[src/rtl/alarm_status_pkg.sv]
package alarm_status_pkg;
  localparam int unsigned ALM_W_DEF  = 7;
  localparam int unsigned DATA_W_DEF = 16;
  localparam int unsigned ADDR_W_DEF = 8;
  localparam logic [7:0]  STS_ADDR_DEF = 8'h12;
  localparam logic [7:0]  MSK_ADDR_DEF = 8'h13;
  localparam logic [7:0]  MST_ADDR_DEF = 8'h14;

  typedef enum int unsigned {
    ALM_SIG_LOSS = 0,
    ALM_FRM_LOSS = 1,
    ALM_AIS      = 2,
    ALM_REMOTE   = 3,
    ALM_IDLE     = 4,
    ALM_TX_SOF   = 5,
    ALM_RX_SOF   = 6
  } alm_idx_e;
endpackage

[src/rtl/alarm_bit_cell.sv]
module alarm_bit_cell (
  input  logic clk_i,
  input  logic rst_ni,
  input  logic cond_i,
  input  logic clr_i,
  input  logic en_i,
  output logic sts_o,
  output logic chg_o,
  output logic pend_nxt_o
);
  logic cond_q;
  logic sts_q;
  logic pend_q;

  assign chg_o      = cond_i ^ cond_q;
  assign pend_nxt_o = (clr_i ? 1'b0 : pend_q) | (chg_o & en_i);
  assign sts_o      = sts_q;

  always_ff @(posedge clk_i or negedge rst_ni) begin
    if (!rst_ni) begin
      cond_q <= 1'b0;
      sts_q  <= 1'b0;
      pend_q <= 1'b0;
    end else begin
      cond_q <= cond_i;
      pend_q <= pend_nxt_o;
      if (clr_i) sts_q <= cond_i;
      else       sts_q <= sts_q | cond_i;
    end
  end
endmodule

[src/rtl/alarm_mask_regs.sv]
module alarm_mask_regs #(
  parameter int unsigned ALM_W    = alarm_status_pkg::ALM_W_DEF,
  parameter int unsigned ADDR_W   = alarm_status_pkg::ADDR_W_DEF,
  parameter logic [ADDR_W-1:0] MSK_ADDR = alarm_status_pkg::MSK_ADDR_DEF,
  parameter logic [ADDR_W-1:0] MST_ADDR = alarm_status_pkg::MST_ADDR_DEF
) (
  input  logic              clk_i,
  input  logic              rst_ni,
  input  logic              wr_en_i,
  input  logic [ADDR_W-1:0] wr_addr_i,
  input  logic [ALM_W-1:0]  wr_data_i,
  output logic [ALM_W-1:0]  bit_mask_o,
  output logic              master_o
);
  always_ff @(posedge clk_i or negedge rst_ni) begin
    if (!rst_ni) begin
      bit_mask_o <= '0;
      master_o   <= 1'b0;
    end else if (wr_en_i) begin
      if (wr_addr_i == MSK_ADDR) bit_mask_o <= wr_data_i;
      if (wr_addr_i == MST_ADDR) master_o   <= wr_data_i[0];
    end
  end
endmodule

[src/rtl/alarm_read_port.sv]
module alarm_read_port #(
  parameter int unsigned ALM_W    = alarm_status_pkg::ALM_W_DEF,
  parameter int unsigned DATA_W   = alarm_status_pkg::DATA_W_DEF,
  parameter int unsigned ADDR_W   = alarm_status_pkg::ADDR_W_DEF,
  parameter logic [ADDR_W-1:0] STS_ADDR = alarm_status_pkg::STS_ADDR_DEF,
  parameter logic [ADDR_W-1:0] MSK_ADDR = alarm_status_pkg::MSK_ADDR_DEF,
  parameter logic [ADDR_W-1:0] MST_ADDR = alarm_status_pkg::MST_ADDR_DEF
) (
  input  logic              clk_i,
  input  logic              rst_ni,
  input  logic              rd_en_i,
  input  logic [ADDR_W-1:0] rd_addr_i,
  input  logic [ALM_W-1:0]  sts_i,
  input  logic [ALM_W-1:0]  bit_mask_i,
  input  logic              master_i,
  output logic              sts_clr_o,
  output logic              rd_vld_o,
  output logic [DATA_W-1:0] rd_data_o
);
  localparam int unsigned PAD_W = DATA_W - ALM_W;

  logic [DATA_W-1:0] mux_d;

  assign sts_clr_o = rd_en_i && (rd_addr_i == STS_ADDR);

  always_comb begin
    mux_d = '0;
    if (rd_addr_i == STS_ADDR)      mux_d = {{PAD_W{1'b0}}, sts_i};
    else if (rd_addr_i == MSK_ADDR) mux_d = {{PAD_W{1'b0}}, bit_mask_i};
    else if (rd_addr_i == MST_ADDR) mux_d = {{(DATA_W-1){1'b0}}, master_i};
  end

  always_ff @(posedge clk_i or negedge rst_ni) begin
    if (!rst_ni) begin
      rd_vld_o  <= 1'b0;
      rd_data_o <= '0;
    end else begin
      rd_vld_o <= rd_en_i;
      if (rd_en_i) rd_data_o <= mux_d;
    end
  end
endmodule

[src/rtl/alarm_status_irq.sv]
module alarm_status_irq #(
  parameter int unsigned ALM_W    = alarm_status_pkg::ALM_W_DEF,
  parameter int unsigned DATA_W   = alarm_status_pkg::DATA_W_DEF,
  parameter int unsigned ADDR_W   = alarm_status_pkg::ADDR_W_DEF,
  parameter logic [ADDR_W-1:0] STS_ADDR = alarm_status_pkg::STS_ADDR_DEF,
  parameter logic [ADDR_W-1:0] MSK_ADDR = alarm_status_pkg::MSK_ADDR_DEF,
  parameter logic [ADDR_W-1:0] MST_ADDR = alarm_status_pkg::MST_ADDR_DEF
) (
  input  logic              clk_i,
  input  logic              rst_ni,
  input  logic [ALM_W-1:0]  alarm_i,
  input  logic              rd_en_i,
  input  logic [ADDR_W-1:0] rd_addr_i,
  output logic              rd_vld_o,
  output logic [DATA_W-1:0] rd_data_o,
  input  logic              wr_en_i,
  input  logic [ADDR_W-1:0] wr_addr_i,
  input  logic [ALM_W-1:0]  wr_data_i,
  output logic              irq_o
);
  logic [ALM_W-1:0] sts_w;
  logic [ALM_W-1:0] chg_w;
  logic [ALM_W-1:0] pend_nxt_w;
  logic [ALM_W-1:0] bit_mask_w;
  logic             master_w;
  logic             sts_clr_w;
  logic             irq_q;

  alarm_mask_regs #(
    .ALM_W(ALM_W), .ADDR_W(ADDR_W), .MSK_ADDR(MSK_ADDR), .MST_ADDR(MST_ADDR)
  ) u_masks (
    .clk_i(clk_i), .rst_ni(rst_ni), .wr_en_i(wr_en_i), .wr_addr_i(wr_addr_i),
    .wr_data_i(wr_data_i), .bit_mask_o(bit_mask_w), .master_o(master_w)
  );

  alarm_read_port #(
    .ALM_W(ALM_W), .DATA_W(DATA_W), .ADDR_W(ADDR_W),
    .STS_ADDR(STS_ADDR), .MSK_ADDR(MSK_ADDR), .MST_ADDR(MST_ADDR)
  ) u_rdport (
    .clk_i(clk_i), .rst_ni(rst_ni), .rd_en_i(rd_en_i), .rd_addr_i(rd_addr_i),
    .sts_i(sts_w), .bit_mask_i(bit_mask_w), .master_i(master_w),
    .sts_clr_o(sts_clr_w), .rd_vld_o(rd_vld_o), .rd_data_o(rd_data_o)
  );

  for (genvar gi = 0; gi < ALM_W; gi++) begin : g_cell
    alarm_bit_cell u_cell (
      .clk_i(clk_i), .rst_ni(rst_ni), .cond_i(alarm_i[gi]), .clr_i(sts_clr_w),
      .en_i(bit_mask_w[gi] & master_w), .sts_o(sts_w[gi]), .chg_o(chg_w[gi]),
      .pend_nxt_o(pend_nxt_w[gi])
    );
  end

  always_ff @(posedge clk_i or negedge rst_ni) begin
    if (!rst_ni) irq_q <= 1'b0;
    else         irq_q <= master_w & (|(pend_nxt_w & bit_mask_w));
  end

  assign irq_o = irq_q;
endmodule

[config.mk]
export PLATFORM = sky130hd
export DESIGN_NAME = alarm_status_irq
export DESIGN_NICKNAME = d
export VERILOG_FILES = /design/src/rtl/alarm_status_pkg.sv /design/src/rtl/alarm_bit_cell.sv /design/src/rtl/alarm_mask_regs.sv /design/src/rtl/alarm_read_port.sv /design/src/rtl/alarm_status_irq.sv
export SDC_FILE = /design/constraint.sdc
export NUM_CORES = 1
export LEC_CHECK = 0
export CAP_MARGIN = 10
export CORE_ASPECT_RATIO = 0.8
export CORE_MARGIN = 5
export CORE_UTILIZATION = 46
export DETAILED_ROUTE_END_ITERATION = 7
export PLACE_DENSITY = 0.79
export SLEW_MARGIN = 20
export SYNTH_ARGS = -nofsm -noshare
export SYNTH_HDL_FRONTEND = slang
export SYNTH_SLANG_ARGS = --single-unit
[constraint.sdc]
create_clock -name clk_i -period 1.5 [get_ports clk_i]
set_clock_uncertainty 0.1 [all_clocks]
set_input_delay 0.3 -clock clk_i [delete_from_list [all_inputs] [get_ports clk_i]]
set_output_delay 0.3 -clock clk_i [all_outputs]
set_load 0.01 [all_outputs]
---- Word-level counts from Yosys, hierarchy flattened ----
Cells that the tools add are included.
W data, S select, Z words.
word-level totals
  bits in registers ....................... 47
  input bits .............................. 34
  logic and storage cells ................. 89
cells by class
  equality and inequality tests ........... 5
  muxes and demuxes ....................... 17
  bitwise logic cells ..................... 37
  reductions and logical operators ........ 4
operator list
  cell                  number
  $eq A8 B5 Y1 const B  5
  $mux W16              2
  $and A1 B1 Y1         15
  $mux W1               15
  $or A1 B1 Y1          14
  $and A7 B7 Y7         1
  $reduce_or A7 Y1      1
  $xor A1 B1 Y1         7
  $reduce_and A2 Y1     2
  $logic_and A1 B1 Y1   1

---- Logic depth before layout (Yosys ltp) ----
Gate-level depths: netlist of run 1.
  word-level depth ........................ 7
  depth in mapped cells ................... 6

---- By module ----
From an unflattened synthesis of run 1, not the netlist that was laid out.
unflattened totals
  cells, all modules ...................... 133
  area total of the unflattened synthesis .. 1,692.9 um2
modules (own cells, without submodules)
  module            instances  cells an instance  area an instance (um2)
  alarm_bit_cell    7          7                  105.1
  alarm_read_port   1          49                 504.2
  alarm_mask_regs   1          22                 349.1
  alarm_status_irq  1          13                 103.8

---- Worst setup path before layout of run 1 ----
No wires, ideal clock.
  kind .................................... input to register
  start point ............................. input rd_addr_i[3]
  end point ............................... register g_cell[5].u_cell.pend_q
  setup time .............................. 122 ps
  data arrival time ....................... 1,644 ps
  data required time ...................... 1,278 ps
  path slack .............................. -365 ps
  stages .................................. 5
  cell sequence ........................... or4b_1 > or4_1 > buf_2 > buf_6 > a32o_1
on the way
  longest elaborated chain between the ends .. 4
RTL lines
  what                             RTL line                text
  start, declared                  alarm_status_irq.sv:13  input logic [ADDR_W-1:0] rd_addr_i,
  $eq A8 B5 Y1                     alarm_read_port.sv:24   assign sts_clr_o = rd_en_i && (rd_addr_i == STS_ADDR);
  $logic_and A1 B1 Y1              alarm_read_port.sv:24
  $mux W1                          alarm_bit_cell.sv:16    assign pend_nxt_o = (clr_i ? 1'b0 : pend_q) | (chg_o & en_i);
  $or A1 B1 Y1                     alarm_bit_cell.sv:16
  net g_cell[5].u_cell.pend_nxt_o  alarm_bit_cell.sv:9     output logic pend_nxt_o
  end signal, assigned             alarm_bit_cell.sv:26    pend_q <= pend_nxt_o;
  end, declared                    alarm_bit_cell.sv:13    logic pend_q;
The timed path passes the listed nets, and every way through them passes these cells.
A chain may end at the register's enable or synchronous reset.

---- Final worst setup path of run 1 ----
  start point ............................. input rd_addr_i[7]
  end point ............................... register irq_q (netlist: irq_o)
on the way
  longest elaborated chain between the ends .. 7
RTL lines
  what                     RTL line                text
  $eq A8 B5 Y1 (*)         alarm_read_port.sv:24
  $logic_and A1 B1 Y1 (*)  alarm_read_port.sv:24
  $mux W1                  alarm_bit_cell.sv:16
  $or A1 B1 Y1             alarm_bit_cell.sv:16
  $and A7 B7 Y7 (*)        alarm_status_irq.sv:55  else irq_q <= master_w & (|(pend_nxt_w & bit_mask_w));
  $reduce_or A7 Y1 (*)     alarm_status_irq.sv:55
  $and A1 B1 Y1 (*)        alarm_status_irq.sv:55
  end signal, assigned     alarm_status_irq.sv:55
  end, declared            alarm_status_irq.sv:27  logic irq_q;
Mark *: on every way between the ends. The rest lies on a longest branch, timed or not.

==> summary.md, run 1 <==
| Metric | Value |
|---|---|
| Post-synth EDFFs | `0` |
| Peak supply drop | `0.557 mV` |
| Routability cong. | `0.805` |
| Remaining global-route overflow | `0` |
| Fmax achieved | `576 MHz` |
| Outcome | `finished, violations left` |
| Clk slew on worst S/H paths | `70 ps` |
| Final Max Tran Viols | `0` |
| Main flop type after synthesis | `dfrtp_1` |
| Via count | `1295` |
| Fin crit period | `1730 ps` |
| Skew-Pair Late Insertion Delay | `280 ps` |
| Violated checks | `negative setup slack` |
| Critical Path RT | `1580 ps` |
| Per-cell routed wire length | `16.0 um` |
| Cell Area, Placed | `2350 um2` |
| Share of power burned in registers | `52.9%` |
| Post-Layout Cell Count | `242` |
| CP startpoint kind | `input pin` |
| Sw Ratio | `22.6%` |
| Placed Cells incl. Taps | `229` |
| Drt pass-1 iters | `4` |
| Share of layout cells above drive strength 1 | `30.5%` |
| Post-synthesis sequential area ratio | `57.4%` |
| Area Overhead vs Synth | `49.9%` |
| Synthesized area | `1660 um2` |
| Period utilization | `116%` |
| Cell internal pwr | `1.58 mW` |
| Top post-synthesis cells by area | `dfrtp_1 (57%), mux2_2 (5.4%), buf_4 (4.1%)` |
| Syn Area/Cell | `13.2 um2` |
| Vias in the first global route | `1403` |
| Initial antenna violation count | `0` |
| Static leakage | `1.22 nW` |
| # diodes | `0` |
| Power, Total | `2.03 mW` |
| Combinational Power Share | `12.8%` |
| DRT iter0 DRCs | `107` |
| Largest net degree at the start of global routing | `39` |
| Die H | `63.7 um` |
| First-pass GRT wire length | `6580 um` |
| Final worst setup slack | `-235 ps` |
| P per Cell Area | `819 nW/um2` |
| Yosys Warn Count | `0` |
| Critical path class | `input pin to flip-flop` |
| Max cap viols | `0` |
| Netlist cell types | `35` |
| CP endpoint kind | `flip-flop` |
| Htree depth | `2` |
| Final setup viols | `28` |
| Routed WL | `3870 um` |
| Post-Syn Instances | `126` |
| RSZ-0062 raised after global routing | `true` |
| Detailed placer's ending HPWL | `2920 um` |
| Final-report hold violation count | `0` |
| Placeable Area | `3450 um2` |
| Seq cells post-synth | `38` |
| Fraction of registers with async set/reset | `100%` |
| Clock buffers created by TritonCTS | `5` |
| Fill cell count | `232` |
| Place WS | `-860 ps` |
| Hold_buf cts | `0` |
| Arr. time, crit path | `1810 ps` |
| Total track usage | `16.7%` |
| HP Class | `input pin to flip-flop` |
| Setup tns final | `-2940 ps` |
| Share of the synthesized area in the top cell type | `57.4%` |
| Die Footprint | `4910 um2` |
| Final ANT Viol Nets | `0` |
| Clock sinks | `38` |
| Clock root buffer | `clkbuf_8` |
| Chip width | `77.1 um` |
| Area leader, netlist | `dfrtp_1` |
| Switching Power | `0.459 mW` |
| Rows | `19` |
| Final instance area | `2480 um2` |
| Via/cell ratio | `5.35` |
| Clk buf depth | `2` |
| CTS tree | `yes` |
| # IOs | `52` |
| Buffers on Ports | `42` |
| Worst-path fanout max | `8` |
| # DRC | `0` |
| Layout net count | `233` |
| Starting Density | `48.1%` |
| Clock group share of total power | `34.3%` |
[power by group through the flow]
stage	Clock (mW)	Combinational, mW	Sequential (mW)
final	0.698	0.261	1.08
after global routing	0.763	0.283	1.08
after CTS	0.711	0.255	1.08
after detailed placement	0	0.262	1.10
after global placement	0	0.255	1.09
after floorplan	0	0.0902	1.09
[what timing repair did]
item | CTS | global route
setup buffers | 4 | 1
gates cloned | 1 | 0
setup endpoints to repair | 38 | 29
pin swaps | 20 | 10
resized for setup | 49 | 10
[routing by layer]
metal | share of wire (%) | vias to the layer above | routed length (um) | GRT usage (%)
met2 | 48 | 60 | 1870 | 27.0
met5 | 0 | - | 0 | 0
met4 | 0.75 | 0 | 29 | 4.72
met3 | 9.6 | 4 | 372 | 5.56
met1 | 41 | 633 | 1600 | 21.3
li1 | - | 598 | - | -
[layout by cell type, fill, tap and decap left out, types with 2 or more instances in the layout]
cell type	n
nand3_1	3
nand3b_1	2
dfrtp_1	38
a22o_1	3
a32o_1	3
conb_1	9
buf_2	2
clkdlybuf4s50_1	18
dlymetal6s2s_1	3
clkbuf_8	6
a21o_1	7
and2b_1	6
a222oi_1	2
mux2_4	7
clkbuf_2	2
a221o_1	6
nand2_1	5
buf_4	24
dlygate4sd2_1	13
buf_6	6
xor2_1	7
and2_1	2
nor4b_4	3
buf_12	2
[worst max-delay path: stages]
cell      delay (ps)
buf_6             90
or4b_1           510
or4_4            440
buf_6            150
a21boi_2         140
o21a_1           170
[area by class of cell]
class	count	area, um2	area share (%)
clock buffer	7	86.3	3.47
tap	42	52.6	2.11
multi-input combinational	83	747	30.1
sequential	38	951	38.3
timing repair buffer	70	639	25.7
inverter	1	3.75	0.151
clock inverter	1	5.00	0.201
[stage by stage]
| stage | utilization, % | hold WS, ps |
|---|---|---|
| after CTS | 71.1 | 211 |
| after detailed placement | 68.1 | 363 |
| after global placement | 68.1 | 359 |
| after floorplan | - | -95.6 |
| final | 72.1 | 203 |
| after global routing | 72.1 | 212 |
[worst paths after layout]
path                                              start                     end  slack [ps]  cells past startpoint
worst max-delay path                       rd_addr_i[7]                   irq_o        -230                      6
worst min-delay path                            rd_en_i       u_rdport.rd_vld_o         200                      2
worst max register to register  g_cell[3].u_cell.cond_q                   irq_o          30                      4
worst min register to register   g_cell[2].u_cell.sts_o  g_cell[2].u_cell.sts_o         380                      1
max in group asynchronous                        rst_ni   u_masks.bit_mask_o[5]         830                      2
min in group asynchronous                        rst_ni   u_rdport.rd_data_o[0]         290                      2
[Yosys cell counts (all sizes together), types with 2 or more instances]
cell	instances
xor2	7
or4b	2
dfrtp	38
nor4b	3
nand3b	2
a32o	3
mux2	8
and2	2
a222oi	2
and2b	6
a22o	3
a21o	7
nand2	6
buf	11
nand2b	2
nand3	3
a221o	6
[kinds of logic (layout without fill, tap and decap cells)]
| group | count (synthesis) | after routing | synth area share [%] |
|---|---|---|---|
| multiplexers | 9 | 9 | 6.04 |
| AO/OA/AOI/OAI | 27 | 27 | 14.2 |
| buffers and inverters | 13 | 79 | 5.51 |
| AND/OR/NAND/NOR | 31 | 31 | 13.0 |
| XOR/XNOR | 7 | 7 | 3.70 |
| flip-flops | 38 | 38 | 57.4 |
| other | 1 | 9 | 0.226 |
[sequential cells by signal, indices dropped and copies added, names as in the netlist]
| register | flops |
|---|---|
| u_rdport.rd_data_o | 7 |
| u_masks.bit_mask_o | 7 |
| u_masks.master_o | 1 |
| g_cell.u_cell.sts_o | 7 |
| irq_o | 1 |
| g_cell.u_cell.pend_q | 7 |
| u_rdport.rd_vld_o | 1 |
| g_cell.u_cell.cond_q | 7 |
(Power assumes the default switching activity.)
==> run 2: changes to the inputs <==
- CORE_UTILIZATION: 46 -> 45
- DONT_BUFFER_PORTS: unset -> 1
- PLACE_DENSITY: 0.79 -> unset
- SETUP_SLACK_MARGIN: unset -> 0.05
==> run 2 against run 1 <==
  * The flow still finishes with violations (negative setup slack)
  * First-iteration DRC count down 0.93%
  * Sequential share of layout area grew 8.9 points
  * Utilization down 14 points
  * Sequential power about the same
  * Global-route usage decreased by 1.1 points
  * Largest cell class unchanged
==> summary.md, run 2 (synthesis gave the netlist of run 1 again) <==
| Metric | Value |
|---|---|
| Arr. time, crit path | `1660 ps (-150 ps)` |
| Commonest cells after routing, fill and taps aside | `dfrtp_1 (38), conb_1 (9), dlygate4sd3_1 (9)` |
| First-pass GRT wire length | `5940 um (-9.8%)` |
| Critical Path RT | `1580 ps (about the same)` |
| Worst R2R Start | `g_cell[3].u_cell.cond_q` |
| Peak supply drop | `0.616 mV (+11%)` |
| Clock sinks | `38 (unchanged)` |
| Remaining global-route overflow | `0 (unchanged)` |
| Final ANT Viol Nets | `0 (unchanged)` |
| Register-to-Register Path Depth | `4 (unchanged)` |
| HP Class | `input pin to flip-flop` |
| Routed WL | `3630 um (-6.3%)` |
| Detailed placer's ending HPWL | `2600 um (-11%)` |
| Setup tns final | `-405 ps (+2540 ps)` |
| Via count | `1097 (-15%)` |
| Sw Ratio | `23.6% (+1.0 points)` |
| Starting Density | `47.4% (-0.65 points)` |
| Area Overhead vs Synth | `21.7%` |
| Place WS | `-425 ps (+435 ps)` |
| Clock root buffer | `clkbuf_8` |
| RSZ-0062 raised after global routing | `true` |
| Static leakage | `0.916 nW (-25%)` |
| Outcome | `finished, violations left` |
| CTS tree | `yes` |
| Switching Power | `0.444 mW (-3.3%)` |
| Worst-path fanout max | `7 (-1)` |
| Buffers on Ports | `0 (-100%)` |
| CP startpoint kind | `input pin` |
| Layout net count | `183 (-21%)` |
| Hold path endpoint | `u_rdport.rd_data_o[0]` |
| Critical path class | `input pin to flip-flop` |
| # diodes | `0 (unchanged)` |
| Most common cell after layout, fill and taps aside | `dfrtp_1` |
| Setup bufs post-CTS | `0 (-4)` |
| Chip width | `77.9 um (+0.96%)` |
| Clk slew on worst S/H paths | `70 ps (about the same)` |
| Die H | `64.3 um (+0.93%)` |
| Period utilization | `105% (-11 points)` |
| Routability cong. | `0.814 (+1.1%)` |
| Worst Hold Launch | `rd_en_i` |
| Clk buf depth | `2 (unchanged)` |
| # DRC | `0 (unchanged)` |
| Initial antenna violation count | `0 (unchanged)` |
| # IOs | `52 (unchanged)` |
| DRT iter0 DRCs | `106 (-0.93%)` |
| Hold slack | `14.3 ps (-189 ps)` |
| Final setup viols | `10 (-64%)` |
| Final Max Tran Viols | `0 (unchanged)` |
| Skew-Pair Late Insertion Delay | `300 ps (+20 ps)` |
| Multi-input logic area | `738 um2 (-1.2%)` |
| P per Cell Area | `933 nW/um2 (+14%)` |
| Violated checks | `negative setup slack` |
| Vias in the first global route | `1159 (-17%)` |
| Final worst setup slack | `-75.2 ps (+160 ps)` |
| Clock group share of total power | `35.2% (+0.9 points)` |
| Fin crit period | `1580 ps (-160 ps)` |
| Largest net degree at the start of global routing | `39 (unchanged)` |
| Fill cell count | `286 (+23%)` |
| Drt pass-1 iters | `4 (unchanged)` |
| Reg-to-reg endpoint | `irq_o` |
| Max cap viols | `0 (unchanged)` |
| Fmax achieved | `635 MHz (+10%)` |
| Via/cell ratio | `5.74 (+7.3%)` |
| R2R Setup Slk | `-30 ps (-60 ps)` |
| Per-cell routed wire length | `19.0 um (+19%)` |
| Cell internal pwr | `1.44 mW (-8.7%)` |
| Final-report hold violation count | `0 (unchanged)` |
| Clock buffers created by TritonCTS | `5 (unchanged)` |
| Storage cell area | `951 um2 (unchanged)` |
| Share of power burned in registers | `57.3% (+4.4 points)` |
| Share of layout cells above drive strength 1 | `24.2% (-6.3 points)` |
| Combinational Power Share | `7.6% (-5.2 points)` |
| Total track usage | `15.6% (-1.1 points)` |
| Htree depth | `2 (unchanged)` |
| WHS Path Cells | `1 (-1)` |
| CP endpoint kind | `flip-flop` |
| CP startpoint | `rd_addr_i[3]` |
| Rows | `19 (unchanged)` |
| Placeable Area | `3490 um2 (+1.4%)` |
| Die Footprint | `5010 um2 (+1.9%)` |
[run 2: worst max-delay path: stages]
cell	delay, ps
or4b_1	510
or4_4	470
buf_6	160
a22o_1	220
[run 2: metrics by stage]
step           cell area, um2  cells  power [mW]  utilization, %
3_3_place_gp             1800    174        1.19            51.6
5_1_grt                  2020    191        1.96            57.7
4_1_cts                  2010    191        1.90            57.5
3_5_place_dp             1800    174        1.19            51.6
6_report                 2020    191        1.88            57.7
2_1_floorplan            1760    134        1.18               -
[run 2: power groups by stage]
stage / clock network (mW) / registers, mW / logic [mW]
floorplan: 0 / 1.09 / 0.0902
global route: 0.718 / 1.08 / 0.157
CTS: 0.676 / 1.08 / 0.143
detailed placement: 0 / 1.10 / 0.0924
finish: 0.662 / 1.08 / 0.143
global placement: 0 / 1.10 / 0.0899
[run 2: area by class of cell]
cell class	count	area share, %
Clock inverter	2	0.496
Sequential cell	38	47.1
Clock buffer	5	3.41
Timing Repair Buffer	20	9.55
Tap cell	42	2.61
Multi-Input combinational cell	83	36.6
Inverter	1	0.186
[run 2: worst max-delay path by stage]
stage / endpoint / slack [ps]
floorplan: g_cell[5].u_cell.pend_q / -370
global placement: g_cell[4].u_cell.pend_q / -400
detailed placement: g_cell[1].u_cell.pend_q / -430
CTS: g_cell[1].u_cell.pend_q / -60
global route: g_cell[1].u_cell.pend_q / -90
finish: g_cell[4].u_cell.pend_q / -80
[run 2: timing repair]
action	in CTS	in global routing
endpoints found under the setup margin	15	16
gates resized for setup	6	2
gates cloned	0	0
hold buffers	10	0
endpoints found under the hold margin	53	0
pin swaps	7	4
[run 2: layer usage]
metal	track usage [%]	vias to the layer above	share of wire [%]
met2	22.0	43	43
li1	-	498	-
met3	7.58	6	9.1
met1	21.0	550	46
met5	0	-	0
met4	5.15	0	1.3
==> run 3: changes to the inputs <==
- CTS_CLUSTER_DIAMETER: unset -> 80
==> results of run 3 <==
No change in the layout: final DEF, timing and power equal those of run 2.
